<file path="config.mk">
export PLATFORM = sky130hd
export DESIGN_NAME = scfg_master
export DESIGN_NICKNAME = d
export VERILOG_FILES = /design/src/rtl/scfg_pkg.sv /design/src/rtl/scfg_clkgen.sv /design/src/rtl/scfg_shifter.sv /design/src/rtl/scfg_master.sv
export SDC_FILE = /design/constraint.sdc
export NUM_CORES = 1
export LEC_CHECK = 0
export BUFFER_PORTS_ARGS = -buffer_cell sky130_fd_sc_hd__buf_2
export CELL_PAD_IN_SITES_DETAIL_PLACEMENT = 1
export CELL_PAD_IN_SITES_GLOBAL_PLACEMENT = 1
export CORE_ASPECT_RATIO = 1.1
export CORE_UTILIZATION = 42
export DETAILED_ROUTE_END_ITERATION = 16
export GPL_TIMING_DRIVEN = 0
export PLACE_DENSITY = 0.78
export REMOVE_ABC_BUFFERS = 1
export SETUP_SLACK_MARGIN = 0.15
export SLEW_MARGIN = 20
export SYNTH_ARGS = -nofsm -noshare
export SYNTH_HDL_FRONTEND = slang
export SYNTH_HIERARCHICAL = 1
export SYNTH_SLANG_ARGS = --single-unit
</file>
<file path="constraint.sdc">
create_clock -name clk -period 2.3 [get_ports clk]
set_input_delay 0.345 -clock clk [delete_from_list [all_inputs] [get_ports clk]]
set_output_delay 0.345 -clock clk [all_outputs]
set_load 0.005 [all_outputs]
</file>
<file path="src/rtl/scfg_pkg.sv">
package scfg_pkg;

    typedef enum logic {
        REG_CMD  = 1'b0,
        REG_DATA = 1'b1
    } scfg_reg_e;

endpackage

</file>
<file path="src/rtl/scfg_clkgen.sv">
module scfg_clkgen #(
    parameter int DIV = 4
) (
    input  logic clk,
    input  logic rst_n,
    input  logic run,
    output logic sclk_o,
    output logic rise_o,
    output logic fall_o
);
    localparam int HALF = DIV / 2;
    localparam int CW   = (HALF > 1) ? $clog2(HALF) : 1;

    typedef struct packed {
        logic          sclk;
        logic [CW-1:0] cnt;
    } cg_t;

    cg_t cg_d, cg_q;
    logic wrap;

    assign wrap = run && (cg_q.cnt == CW'(HALF - 1));

    always_comb begin
        cg_d = cg_q;
        if (!run) begin
            cg_d.cnt  = '0;
            cg_d.sclk = 1'b0;
        end else if (wrap) begin
            cg_d.cnt  = '0;
            cg_d.sclk = ~cg_q.sclk;
        end else begin
            cg_d.cnt = cg_q.cnt + 1'b1;
        end
    end

    always_ff @(posedge clk) begin
        if (!rst_n) cg_q <= '0;
        else        cg_q <= cg_d;
    end

    assign sclk_o = cg_q.sclk;
    assign rise_o = wrap && !cg_q.sclk;
    assign fall_o = wrap &&  cg_q.sclk;

    // the serial clock returns low whenever the frame is not running
    assert_sclk_parks_low_R3: assert property (@(posedge clk) disable iff (!rst_n)
        !run |=> !sclk_o);

endmodule

</file>
<file path="src/rtl/scfg_shifter.sv">
module scfg_shifter #(
    parameter int CMD_W  = 8,
    parameter int DATA_W = 16
) (
    input  logic                  clk,
    input  logic                  rst_n,
    input  logic                  load,
    input  logic [CMD_W+DATA_W-1:0] load_vec,
    input  logic                  shift,
    input  logic                  capture,
    input  logic                  sdi,
    output logic                  msb,
    output logic                  last_bit,
    output logic                  data_phase,
    output logic [DATA_W-1:0]     rx
);
    localparam int N  = CMD_W + DATA_W;
    localparam int BW = $clog2(N);

    typedef struct packed {
        logic [N-1:0]      shreg;
        logic [DATA_W-1:0] rx;
        logic [BW-1:0]     bitc;
    } sh_t;

    sh_t sh_d, sh_q;

    always_comb begin
        sh_d = sh_q;
        if (load) begin
            sh_d.shreg = load_vec;
            sh_d.bitc  = '0;
            sh_d.rx    = '0;
        end else begin
            if (shift) begin
                sh_d.shreg = {sh_q.shreg[N-2:0], 1'b0};
                sh_d.bitc  = sh_q.bitc + 1'b1;
            end
            if (capture) begin
                sh_d.rx = {sh_q.rx[DATA_W-2:0], sdi};
            end
        end
    end

    always_ff @(posedge clk) begin
        if (!rst_n) sh_q <= '0;
        else        sh_q <= sh_d;
    end

    assign msb        = sh_q.shreg[N-1];
    assign last_bit   = (sh_q.bitc == BW'(N - 1));
    assign data_phase = (sh_q.bitc >= BW'(CMD_W));
    assign rx         = sh_q.rx;

    // the bit position leaves the data field only through a new load
    assert_phase_restart_R4: assert property (@(posedge clk) disable iff (!rst_n)
        $fell(data_phase) |-> $past(load));

    // never more bit positions than a frame holds
    assert_bit_bound_R3: assert property (@(posedge clk) disable iff (!rst_n)
        shift |-> !last_bit);

endmodule

</file>
<file path="src/rtl/scfg_master.sv">
module scfg_master
    import scfg_pkg::*;
#(
    parameter int CMD_W  = 8,
    parameter int DATA_W = 16,
    parameter int DIV    = 4,
    parameter int REG_W  = 32
) (
    input  logic             clk,
    input  logic             rst_n,
    input  logic             reg_wr,
    input  logic             reg_addr,
    input  logic [REG_W-1:0] reg_wdata,
    output logic [REG_W-1:0] reg_rdata,
    output logic             sclk,
    output logic             scmd,
    output logic             sdata_o,
    output logic             sdata_oe,
    input  logic             sdata_i
);
    localparam int N        = CMD_W + DATA_W;
    localparam int BUSY_BIT = REG_W - 1;
    localparam int OVR_BIT  = REG_W - 2;
    localparam int USED_W   = (DATA_W > CMD_W + 1) ? DATA_W : CMD_W + 1;

    typedef struct packed {
        logic              busy;
        logic              tail;
        logic              ovr;
        logic              rd;
        logic [CMD_W-1:0]  cmd;
        logic [DATA_W-1:0] dat;
    } ctl_t;

    ctl_t ctl_d, ctl_q;

    logic cmd_wr, dat_wr, accept, run;
    logic rise, fall, last_bit, data_phase, msb;
    logic load, shift, capture;
    logic [DATA_W-1:0] rx;
    logic unused_wdata_bits;

    assign unused_wdata_bits = ^reg_wdata[REG_W-1:USED_W];

    assign cmd_wr  = reg_wr && (reg_addr == REG_CMD);
    assign dat_wr  = reg_wr && (reg_addr == REG_DATA);
    assign accept  = cmd_wr && !ctl_q.busy;
    assign run     = ctl_q.busy && !ctl_q.tail;
    assign load    = accept;
    assign shift   = fall && !last_bit;
    assign capture = rise && data_phase && ctl_q.rd;

    scfg_clkgen #(.DIV(DIV)) u_clkgen (
        .clk    (clk),
        .rst_n  (rst_n),
        .run    (run),
        .sclk_o (sclk),
        .rise_o (rise),
        .fall_o (fall)
    );

    scfg_shifter #(.CMD_W(CMD_W), .DATA_W(DATA_W)) u_shifter (
        .clk        (clk),
        .rst_n      (rst_n),
        .load       (load),
        .load_vec   ({reg_wdata[CMD_W-1:0], ctl_q.dat}),
        .shift      (shift),
        .capture    (capture),
        .sdi        (sdata_i),
        .msb        (msb),
        .last_bit   (last_bit),
        .data_phase (data_phase),
        .rx         (rx)
    );

    always_comb begin
        ctl_d = ctl_q;
        if (cmd_wr) begin
            if (ctl_q.busy) begin
                ctl_d.ovr = 1'b1;
            end else begin
                ctl_d.busy = 1'b1;
                ctl_d.rd   = reg_wdata[CMD_W];
                ctl_d.cmd  = reg_wdata[CMD_W-1:0];
            end
        end
        if (dat_wr && !ctl_q.busy) begin
            ctl_d.dat = reg_wdata[DATA_W-1:0];
        end
        if (run && fall && last_bit) begin
            ctl_d.tail = 1'b1;
        end
        if (ctl_q.tail) begin
            ctl_d.tail = 1'b0;
            ctl_d.busy = 1'b0;
            if (ctl_q.rd) ctl_d.dat = rx;
        end
    end

    always_ff @(posedge clk) begin
        if (!rst_n) ctl_q <= '0;
        else        ctl_q <= ctl_d;
    end

    always_comb begin
        reg_rdata = '0;
        if (reg_addr == REG_CMD) begin
            reg_rdata[CMD_W-1:0] = ctl_q.cmd;
            reg_rdata[CMD_W]     = ctl_q.rd;
            reg_rdata[OVR_BIT]   = ctl_q.ovr;
            reg_rdata[BUSY_BIT]  = ctl_q.busy;
        end else begin
            reg_rdata[DATA_W-1:0] = ctl_q.dat;
        end
    end

    assign scmd     = run && !data_phase && msb;
    assign sdata_oe = run && data_phase && !ctl_q.rd;
    assign sdata_o  = sdata_oe && msb;

    // an accepted command raises busy on the next clock
    assert_start_busy_R2: assert property (@(posedge clk) disable iff (!rst_n)
        (cmd_wr && !ctl_q.busy) |=> ctl_q.busy);

    // a colliding command is flagged and does not disturb the fields
    assert_overrun_flag_R8: assert property (@(posedge clk) disable iff (!rst_n)
        (cmd_wr && ctl_q.busy) |=> (ctl_q.ovr && $stable(ctl_q.cmd) && $stable(ctl_q.rd)));

    // overrun is sticky
    assert_overrun_sticky_R8: assert property (@(posedge clk) disable iff (!rst_n)
        ctl_q.ovr |=> ctl_q.ovr);

    // busy only drops out of the tail cycle, with the serial clock low
    assert_busy_drop_R7: assert property (@(posedge clk) disable iff (!rst_n)
        $fell(ctl_q.busy) |-> ($past(ctl_q.tail) && !sclk));

    // data writes during a frame leave the data register alone
    assert_data_hold_R9: assert property (@(posedge clk) disable iff (!rst_n)
        (dat_wr && ctl_q.busy && !ctl_q.tail) |=> $stable(ctl_q.dat));

    // the serial clock is idle whenever no frame is in progress
    assert_idle_clock_R1: assert property (@(posedge clk) disable iff (!rst_n)
        !ctl_q.busy |-> !sclk);

endmodule

</file>
==> results of run 1 <==
-- power by group through the flow --
stage | logic [uW] | registers, uW | clock network, uW
global route | 286 | 1390 | 1330
floorplan | 161 | 1400 | 0
global placement | 239 | 1410 | 0
CTS | 259 | 1380 | 1270
finish | 256 | 1380 | 1240
detailed placement | 254 | 1410 | 0
-- cell families after synthesis --
family / share of synthesized area [%]
other: 0.09997
DFF: 40.03
muxes: 18.28
xor gates and xnor gates: 0.4671
adders and majority gates: 0.6670
and+or+nand+nor: 17.95
buffers and inverters: 10.84
AOI/OAI and AO/OA: 11.67
-- per-layer routing --
| layer | track usage (%) | vias to the layer above |
|---|---|---|
| met1 | 24.10 | 1311 |
| li1 | - | 1298 |
| met3 | 3.243 | 8 |
| met4 | 10.10 | 0 |
| met5 | 0 | - |
| met2 | 32.15 | 50 |
-- layout by cell type, fill, tap and decap left out, drive strengths merged, types with 16 or more instances in the layout --
cell type   n
dfxtp      75
buf        48
nand2      37
mux2       32
mux2i      28
nand2b     24
nor2       23
o211a      23
o21ai      16
a31oi      16
-- layout make-up --
class	instances	area [um^2]	area share (%)
multi-input combinational	262	1909	46.62
tap	111	138.9	3.391
sequential	75	1503	36.69
timing repair buffer	48	294.0	7.180
clock inverter	4	97.59	2.383
inverter	2	7.507	0.1833
clock buffer	12	145.1	3.544
-- registers in the layout (all words and copies together), names as in the netlist --
| signal | flops |
|---|---|
| u_shifter/sh_q | 28 |
| u_shifter/rx | 16 |
| u_shifter/msb | 1 |
| ctl_q | 28 |
| u_clkgen/sclk_o | 1 |
| u_clkgen/cg_q | 1 |
-- final timing paths --
kind | slack, ns | start | end | cells past startpoint
max | 0.30 | ctl_q[27] | u_shifter/sh_q[24] | 6
min | 0.25 | reg_wdata[12] | ctl_q[12] | 3
max reg2reg | 0.30 | ctl_q[27] | u_shifter/sh_q[24] | 6
min reg2reg | 0.44 | ctl_q[26] | ctl_q[27] | 1
-- critical path: cells and delay by family (launching register included) --
family,cells,cell delay (ns)
buffers and inverters,1,0.27
and+or+nand+nor,3,0.65
muxes,1,0.35
DFF,1,0.40
AOI/OAI and AO/OA,1,0.21
-- metrics by stage --
| stage | setup TNS (ns) | utilization [%] | setup slack (ns) | power (uW) | hold WS [ns] |
|---|---|---|---|---|---|
| CTS | 0 | 47.85 | 0.1888 | 2907 | 0.2367 |
| floorplan | -41.35 | - | -0.8829 | 1559 | 0.4130 |
| detailed placement | -5.398 | 44.88 | -0.3043 | 1664 | 0.4370 |
| global placement | -101.07 | 43.91 | -2.230 | 1646 | 0.4265 |
| finish | 0 | 47.96 | 0.3040 | 2881 | 0.2504 |
| global route | 0 | 47.96 | 0.2095 | 3008 | 0.2457 |
-- repair_timing --
| action | CTS | global route |
|---|---|---|
| endpoints found under the setup margin | 33 | 25 |
| resized for setup | 2 | 1 |
| setup buffers | 1 | 1 |
| pin swaps | 0 | 1 |
==> results_tabular.tex, run 1 <==
\begin{tabular}{lr}
\hline
Metric & Value \\
\hline
\multicolumn{2}{l}{\textbf{STA}} \\
Min cycle time layout & roughly 2 ns \\
Final Hold Fails & 0 \\
Fmax & roughly 500 MHz \\
RSZ-0062 raised after global routing & false \\
Share of the clock period used by the worst path & about 87\% \\
Count of final max-slew check failures & 0 \\
Slew Limit Headroom & 33.40\% \\
Setup-violating endpoint count in the final report & 0 \\
Worst Tran Pin Value & about 1 ns \\
Setup skew after layout & 0.008488 ns \\
\multicolumn{2}{l}{\textbf{Pwr}} \\
Worst IR Drop VDD & 352.7 uV \\
Power Internal & 2226 uW \\
Switching pwr & 654.3 uW \\
Pwr per Cell Area & approximately 700 mW/mm\^{}2 \\
Clk pwr share & 43.2\% \\
Share of total power consumed by net switching & about 23\% \\
Sequential cell fraction of total power & approximately 48\% \\
Leakage Power & roughly 0.0019 uW \\
Combinational share of power & between 8 and 9\% \\
\multicolumn{2}{l}{\textbf{Floorplan}} \\
Die Footprint & 0.009313 mm\^{}2 \\
Initial standard-cell utilization of the core & $\sim$44\% \\
Core box area & around 0.0085 mm\^{}2 \\
Boundary pin count & between 70 and 80 \\
Floorplan die height & 101.1 um \\
Die Span X & between 90 and 100 um \\
Row Count & 35 \\
\multicolumn{2}{l}{\textbf{Synth}} \\
Cell types with the largest area share after synthesis & dfxtp\_1 40\%, mux2i\_1 7.5\%, buf\_4 7.2\% \\
Async set-reset flop share out of synthesis & 0\% \\
Post-synth design cell area & 0.003751 mm\^{}2 \\
Sequential area share after synthesis & 40.03\% \\
Average cell area after synthesis & about 10 um\^{}2 \\
Proportion of netlist area held by the largest area contributor & 40.03\% \\
Number of enable-type register cells in the synthesized netlist & 0 \\
Synthesis warning total & 6 \\
Leading register cell type out of synthesis & dfxtp\_1 \\
Most numerous cell in the Yosys netlist & dfxtp\_1 \\
Number of register bits inferred by synthesis & 75 \\
Synthesized instance count & 382 \\
Commonest cells post-synth & 75 x dfxtp\_1, 37 x nand2\_1, 36 x buf\_4 \\
Distinct cell type count of the synthesized netlist & 39 \\
Cell taking the most area after synthesis & dfxtp\_1 \\
\multicolumn{2}{l}{\textbf{Clock network}} \\
CTS clk-pin slew, worst paths & 0.08 ns \\
Number of buffers inserted by hold repair at cts & 0 \\
Clock net sink count & 75 \\
Inserted Clock Buffers & 9 \\
Root cell of the clock tree & clkbuf\_8 \\
Worst skew pair latency & about 0.35 ns \\
Number of H-tree levels & 3 \\
CTS tree & yes \\
Buffer levels on the longest clock path & 2 \\
\multicolumn{2}{l}{\textbf{Worst setup path}} \\
Delay contributed by the slowest stage of the critical path & approximately 0.4 ns \\
Req. time, crit path & 2.55 ns \\
Sequence of cells on the critical path & and2b\_1, and3\_2, nor2b\_4, buf\_4, mux2\_1, o211a\_1 \\
Biggest fanout along the worst timing path & 12 \\
Critical Path Source Type & flip-flop \\
Standard cell with the maximum stage delay on the critical path & dfxtp\_2 \\
Element type at the critical path end & flip-flop \\
Arrival time at the worst endpoint & between 2 and 2.5 ns \\
Type of the worst setup path & reg2reg \\
\multicolumn{2}{l}{\textbf{Placed design}} \\
Placed Area & about 0.0038 mm\^{}2 \\
Inst Count DP & a little under 500 \\
Port-buffer cells & between 40 and 50 \\
Hpwl dp & around 5.1 mm \\
Routability cong. & between 0.6 and 0.7 \\
\multicolumn{2}{l}{\textbf{Global routing}} \\
Via count of the first global-routing pass & around 2700 \\
GR Overflow Total & 0 \\
Global-route wire length before repair & between 10 and 15 mm \\
Maximum number of pins on one net before global-route repair & 59 \\
Tot GR Track Use & 19.30\% \\
Number of antenna violations at the first check in global routing & 0 \\
\multicolumn{2}{l}{\textbf{Layout}} \\
Share of cells above drive strength 1 & a little under a quarter \\
Total non-filler cell area in the finished layout & 0.004095 mm\^{}2 \\
Area grow syn2layout & 9.173\% \\
Final net count & 437 \\
Number of filler instances in the final layout & slightly below 1000 \\
Final standard cell count with taps included and fillers excluded & $\sim$510 \\
Antenna fix cells & 0 \\
\multicolumn{2}{l}{\textbf{Route}} \\
Via-to-Cell Ratio & 5.189 \\
Post-route DRC & 0 \\
Number of design-rule violations left by the first detailed-router iteration & $\sim$110 \\
Wire length after detailed routing & 8.191 mm \\
Post-route ant nets & 0 \\
Routed wl met3 & between 200 and 250 um \\
Top layer used by detailed routing & met4 \\
Via count & approximately 2700 \\
Drt wl/cell & 15.94 um \\
Number of optimization iterations in the first detailed-route pass & 4 \\
Detailed-route wire length on metal 1 & $\sim$3.7 mm \\
WL met2 & about 4.1 mm \\
\multicolumn{2}{l}{\textbf{Job}} \\
Max-cap violation count & 0 \\
\multicolumn{2}{l}{\textbf{Min path}} \\
Worst hold path class & in2reg \\
\multicolumn{2}{l}{\textbf{Run status}} \\
Result of the run & finished clean \\
\hline
\end{tabular}
Note: power is estimated with default switching activity, not from simulation.
==> run 2, diff against run 1 <==
- CORE_UTILIZATION: 42 -> 40
- SYNTH_HIERARCHICAL: 1 -> unset
- clock period: 2.3 -> 2 ns (I/O delays scaled with it)
==> results_tabular.tex, run 2 <==
\begin{tabular}{lr}
\hline
Metric & Value \\
\hline
\multicolumn{2}{l}{\textbf{Route}} \\
Wire length after detailed routing & 10.15 mm (+24\%) \\
Via count & 3335 (+25\%) \\
Post-route ant nets & 0 (unchanged) \\
Number of design-rule violations left by the first detailed-router iteration & 120 (+5.3\%) \\
Via-to-Cell Ratio & 5.820 (+12\%) \\
Drt wl/cell & 17.72 um (+11\%) \\
Post-route DRC & 0 (unchanged) \\
Number of optimization iterations in the first detailed-route pass & 4 (unchanged) \\
\multicolumn{2}{l}{\textbf{Layout}} \\
Share of cells above drive strength 1 & 19.26\% (-4.1 points) \\
Final standard cell count with taps included and fillers excluded & 573 (+11\%) \\
Final net count & 496 (+14\%) \\
Area grow syn2layout & 13.18\% \\
Leading cell types in the layout, fill and taps excluded & 74 x dfxtp\_1, 61 x nand2\_1, 42 x buf\_2, 35 x o21ai\_0, 34 x a21oi\_1 \\
Antenna fix cells & 0 (unchanged) \\
Leading cell type in the layout, fill and taps excluded & dfxtp\_1 \\
\multicolumn{2}{l}{\textbf{Clock network}} \\
Root cell of the clock tree & clkbuf\_8 \\
CTS tree & yes \\
Inserted Clock Buffers & 9 (unchanged) \\
Number of buffers inserted by hold repair at cts & 0 (unchanged) \\
Clock net sink count & 75 (unchanged) \\
Worst skew pair latency & 0.34 ns (about the same) \\
CTS clk-pin slew, worst paths & 0.08 ns (about the same) \\
Buffer levels on the longest clock path & 2 (unchanged) \\
Number of H-tree levels & 3 (unchanged) \\
\multicolumn{2}{l}{\textbf{Placed design}} \\
Hpwl dp & 6.381 mm (+24\%) \\
Routability cong. & 0.7507 (+7.5\%) \\
Inst Count DP & 550 (+11\%) \\
Port-buffer cells & 42 (unchanged) \\
Pre-CTS worst setup slack & -0.8796 ns (-0.5753 ns) \\
\multicolumn{2}{l}{\textbf{Global routing}} \\
Number of antenna violations at the first check in global routing & 0 (unchanged) \\
Via count of the first global-routing pass & 3315 (+23\%) \\
Global-route wire length before repair & 16.86 mm (+23\%) \\
Tot GR Track Use & 22.84\% (+3.5 points) \\
Maximum number of pins on one net before global-route repair & 56 (-5.1\%) \\
GR Overflow Total & 0 (unchanged) \\
\multicolumn{2}{l}{\textbf{Synth}} \\
Synthesized instance count & 439 (+15\%) \\
Number of enable-type register cells in the synthesized netlist & 0 (unchanged) \\
Average cell area after synthesis & 8.066 um\^{}2 (-18\%) \\
Cell taking the most area after synthesis & dfxtp\_1 \\
Number of register bits inferred by synthesis & 75 (unchanged) \\
Most numerous cell in the Yosys netlist & dfxtp\_1 \\
Commonest cells post-synth & 75 x dfxtp\_1, 63 x nand2\_1, 35 x o21ai\_0 \\
Synthesis warning total & 0 (-6) \\
Proportion of netlist area held by the largest area contributor & 42.40\% (+2.4 points) \\
Leading register cell type out of synthesis & dfxtp\_1 \\
Cell types with the largest area share after synthesis & dfxtp\_1 42\%, nand2\_1 6.7\%, o21ai\_0 4.9\% \\
Async set-reset flop share out of synthesis & 0\% (unchanged) \\
Post-synth design cell area & 0.003541 mm\^{}2 (-5.6\%) \\
Distinct cell type count of the synthesized netlist & 42 (+7.7\%) \\
Sequential area share after synthesis & 42.40\% (+2.4 points) \\
\multicolumn{2}{l}{\textbf{STA}} \\
Setup-violating endpoint count in the final report & 0 (unchanged) \\
Setup skew after layout & 0.007309 ns (-0.001179 ns) \\
Count of final max-slew check failures & 0 (unchanged) \\
Slack of the critical path & 0.2548 ns (-0.04922 ns) \\
RSZ-0062 raised after global routing & true \\
Slew Limit Headroom & 40.80\% (+7.4 points) \\
Share of the clock period used by the worst path & 87.26\% (+0.48 points) \\
Final hold slack & 0.2086 ns (-0.04186 ns) \\
Setup Total Neg Slack & 0 ns (unchanged) \\
Worst Tran Pin Value & 0.8880 ns (-0.1086 ns) \\
Fmax & 573.0 MHz (+14\%) \\
Min cycle time layout & 1.745 ns (-0.2508 ns) \\
Final Hold Fails & 0 (unchanged) \\
\multicolumn{2}{l}{\textbf{Worst setup path}} \\
Launching element of the worst setup path & ctl\_q[27] \\
Arrival time at the worst endpoint & 1.98 ns (-0.26 ns) \\
Critical Path Source Type & flip-flop \\
Capture point of the critical path & u\_shifter.sh\_q[38] \\
Critical R2R Launch & ctl\_q[27] \\
Type of the worst setup path & reg2reg \\
Worst r2r path cells & 4 (-2) \\
R2r endpoint & u\_shifter.sh\_q[38] \\
Req. time, crit path & 2.23 ns (-0.32 ns) \\
Reg2reg setup slack & 0.25 ns (-0.05 ns) \\
Biggest fanout along the worst timing path & 16 (+4) \\
Element type at the critical path end & flip-flop \\
\multicolumn{2}{l}{\textbf{Run status}} \\
Result of the run & finished clean \\
\multicolumn{2}{l}{\textbf{Floorplan}} \\
Die Footprint & 0.009233 mm\^{}2 (-0.86\%) \\
Floorplan die height & 100.7 um (-0.43\%) \\
Core box area & 0.008496 mm\^{}2 (-0.51\%) \\
Die Span X & 91.71 um (-0.43\%) \\
Row Count & 35 (unchanged) \\
Initial standard-cell utilization of the core & 41.68\% (-2.2 points) \\
Boundary pin count & 73 (unchanged) \\
\multicolumn{2}{l}{\textbf{Pwr}} \\
Pwr per Cell Area & 773.8 mW/mm\^{}2 (+10\%) \\
Worst IR Drop VDD & 393.8 uV (+12\%) \\
Leakage Power & 0.001451 uW (-23\%) \\
\multicolumn{2}{l}{\textbf{Job}} \\
Max-cap violation count & 0 (unchanged) \\
\multicolumn{2}{l}{\textbf{Min path}} \\
Worst hold path class & in2reg \\
Hold Path Depth & 3 (unchanged) \\
\hline
\end{tabular}
run 2: cell types whose count changed in the layout (fill, tap and decap cells not counted), moves of 17 or more:
cell and delta:
a21oi_1 +32, mux2i_1 -28, nand2_1 +24, nand2b_1 -22
o211a_1 -23, o21ai_0 +19, o31ai_1 +17
run 2: final cells by class:
class	count	area (um^2)
Clock buffer	12	165.2
Clock inverter	4	47.55
Fill cell	1074	4488
Inverter	5	18.77
Multi-Input combinational cell	315	1843
Sequential cell	75	1505
Tap cell	111	138.9
Timing Repair Buffer	51	289.0
run 2: layer usage:
layer / vias to the layer above / global-route usage, % / share of wire (%)
met1: 1659 / 30.08 / 46
met4: 0 / 7.813 / 1.1
met3: 10 / 2.564 / 3.6
met2: 71 / 39.04 / 49
li1: 1595 / - / -
met5: - / 0 / 0
run 2: cell families (layout without fill, tap and decap cells):
kind of cell,count (synthesis),in the layout,share of synthesized area (%)
flops,75,75,42.40
other cells,1,14,0.1059
mux,9,9,2.862
buf+inv,62,72,8.587
xor+xnor,1,1,0.2474
fa+ha+maj,2,2,0.7066
compound gates,137,137,23.68
simple gates,152,152,21.41
run 2: how the worst min path moves through the flow:
stage / startpoint / end / slack, ns
CTS: sdata_i / u_shifter.rx[0] / 0.20
global route: reg_wdata[2] / u_shifter.sh_q[39] / 0.21
global placement: ctl_q[19] / ctl_q[19] / 0.45
detailed placement: u_shifter.rx[15] / u_shifter.rx[15] / 0.46
finish: sdata_i / u_shifter.rx[0] / 0.21
floorplan: reg_wdata[0] / u_shifter.sh_q[37] / 0.42
run 2: repair_timing:
action / in CTS / in global routing
buffers inserted: 6 / 1
setup endpoints to repair: 55 / 11
pin swaps: 1 / 2
gates resized for setup: 11 / 4
run 2: stage by stage:
stage	util [%]	instance area, um^2	total power [uW]
floorplan	-	3304	1756
global placement	43.00	3654	1864
detailed placement	43.49	3695	1880
CTS	46.91	3985	3121
global route	47.17	4008	3224
finish	47.17	4008	3101
run 2: power by group:
| group | switching [uW] | internal [uW] |
|---|---|---|
| logic | 167 | 105 |
| clock network | 571 | 675 |
| registers | 36.8 | 1550 |
| total | 775 | 2330 |
run 2: critical path, stage by stage (launching register included):
cell	delay (ns)
dfxtp_4	0.40
nor3b_4	0.64
buf_8	0.24
nor2_1	0.06
a221o_1	0.29
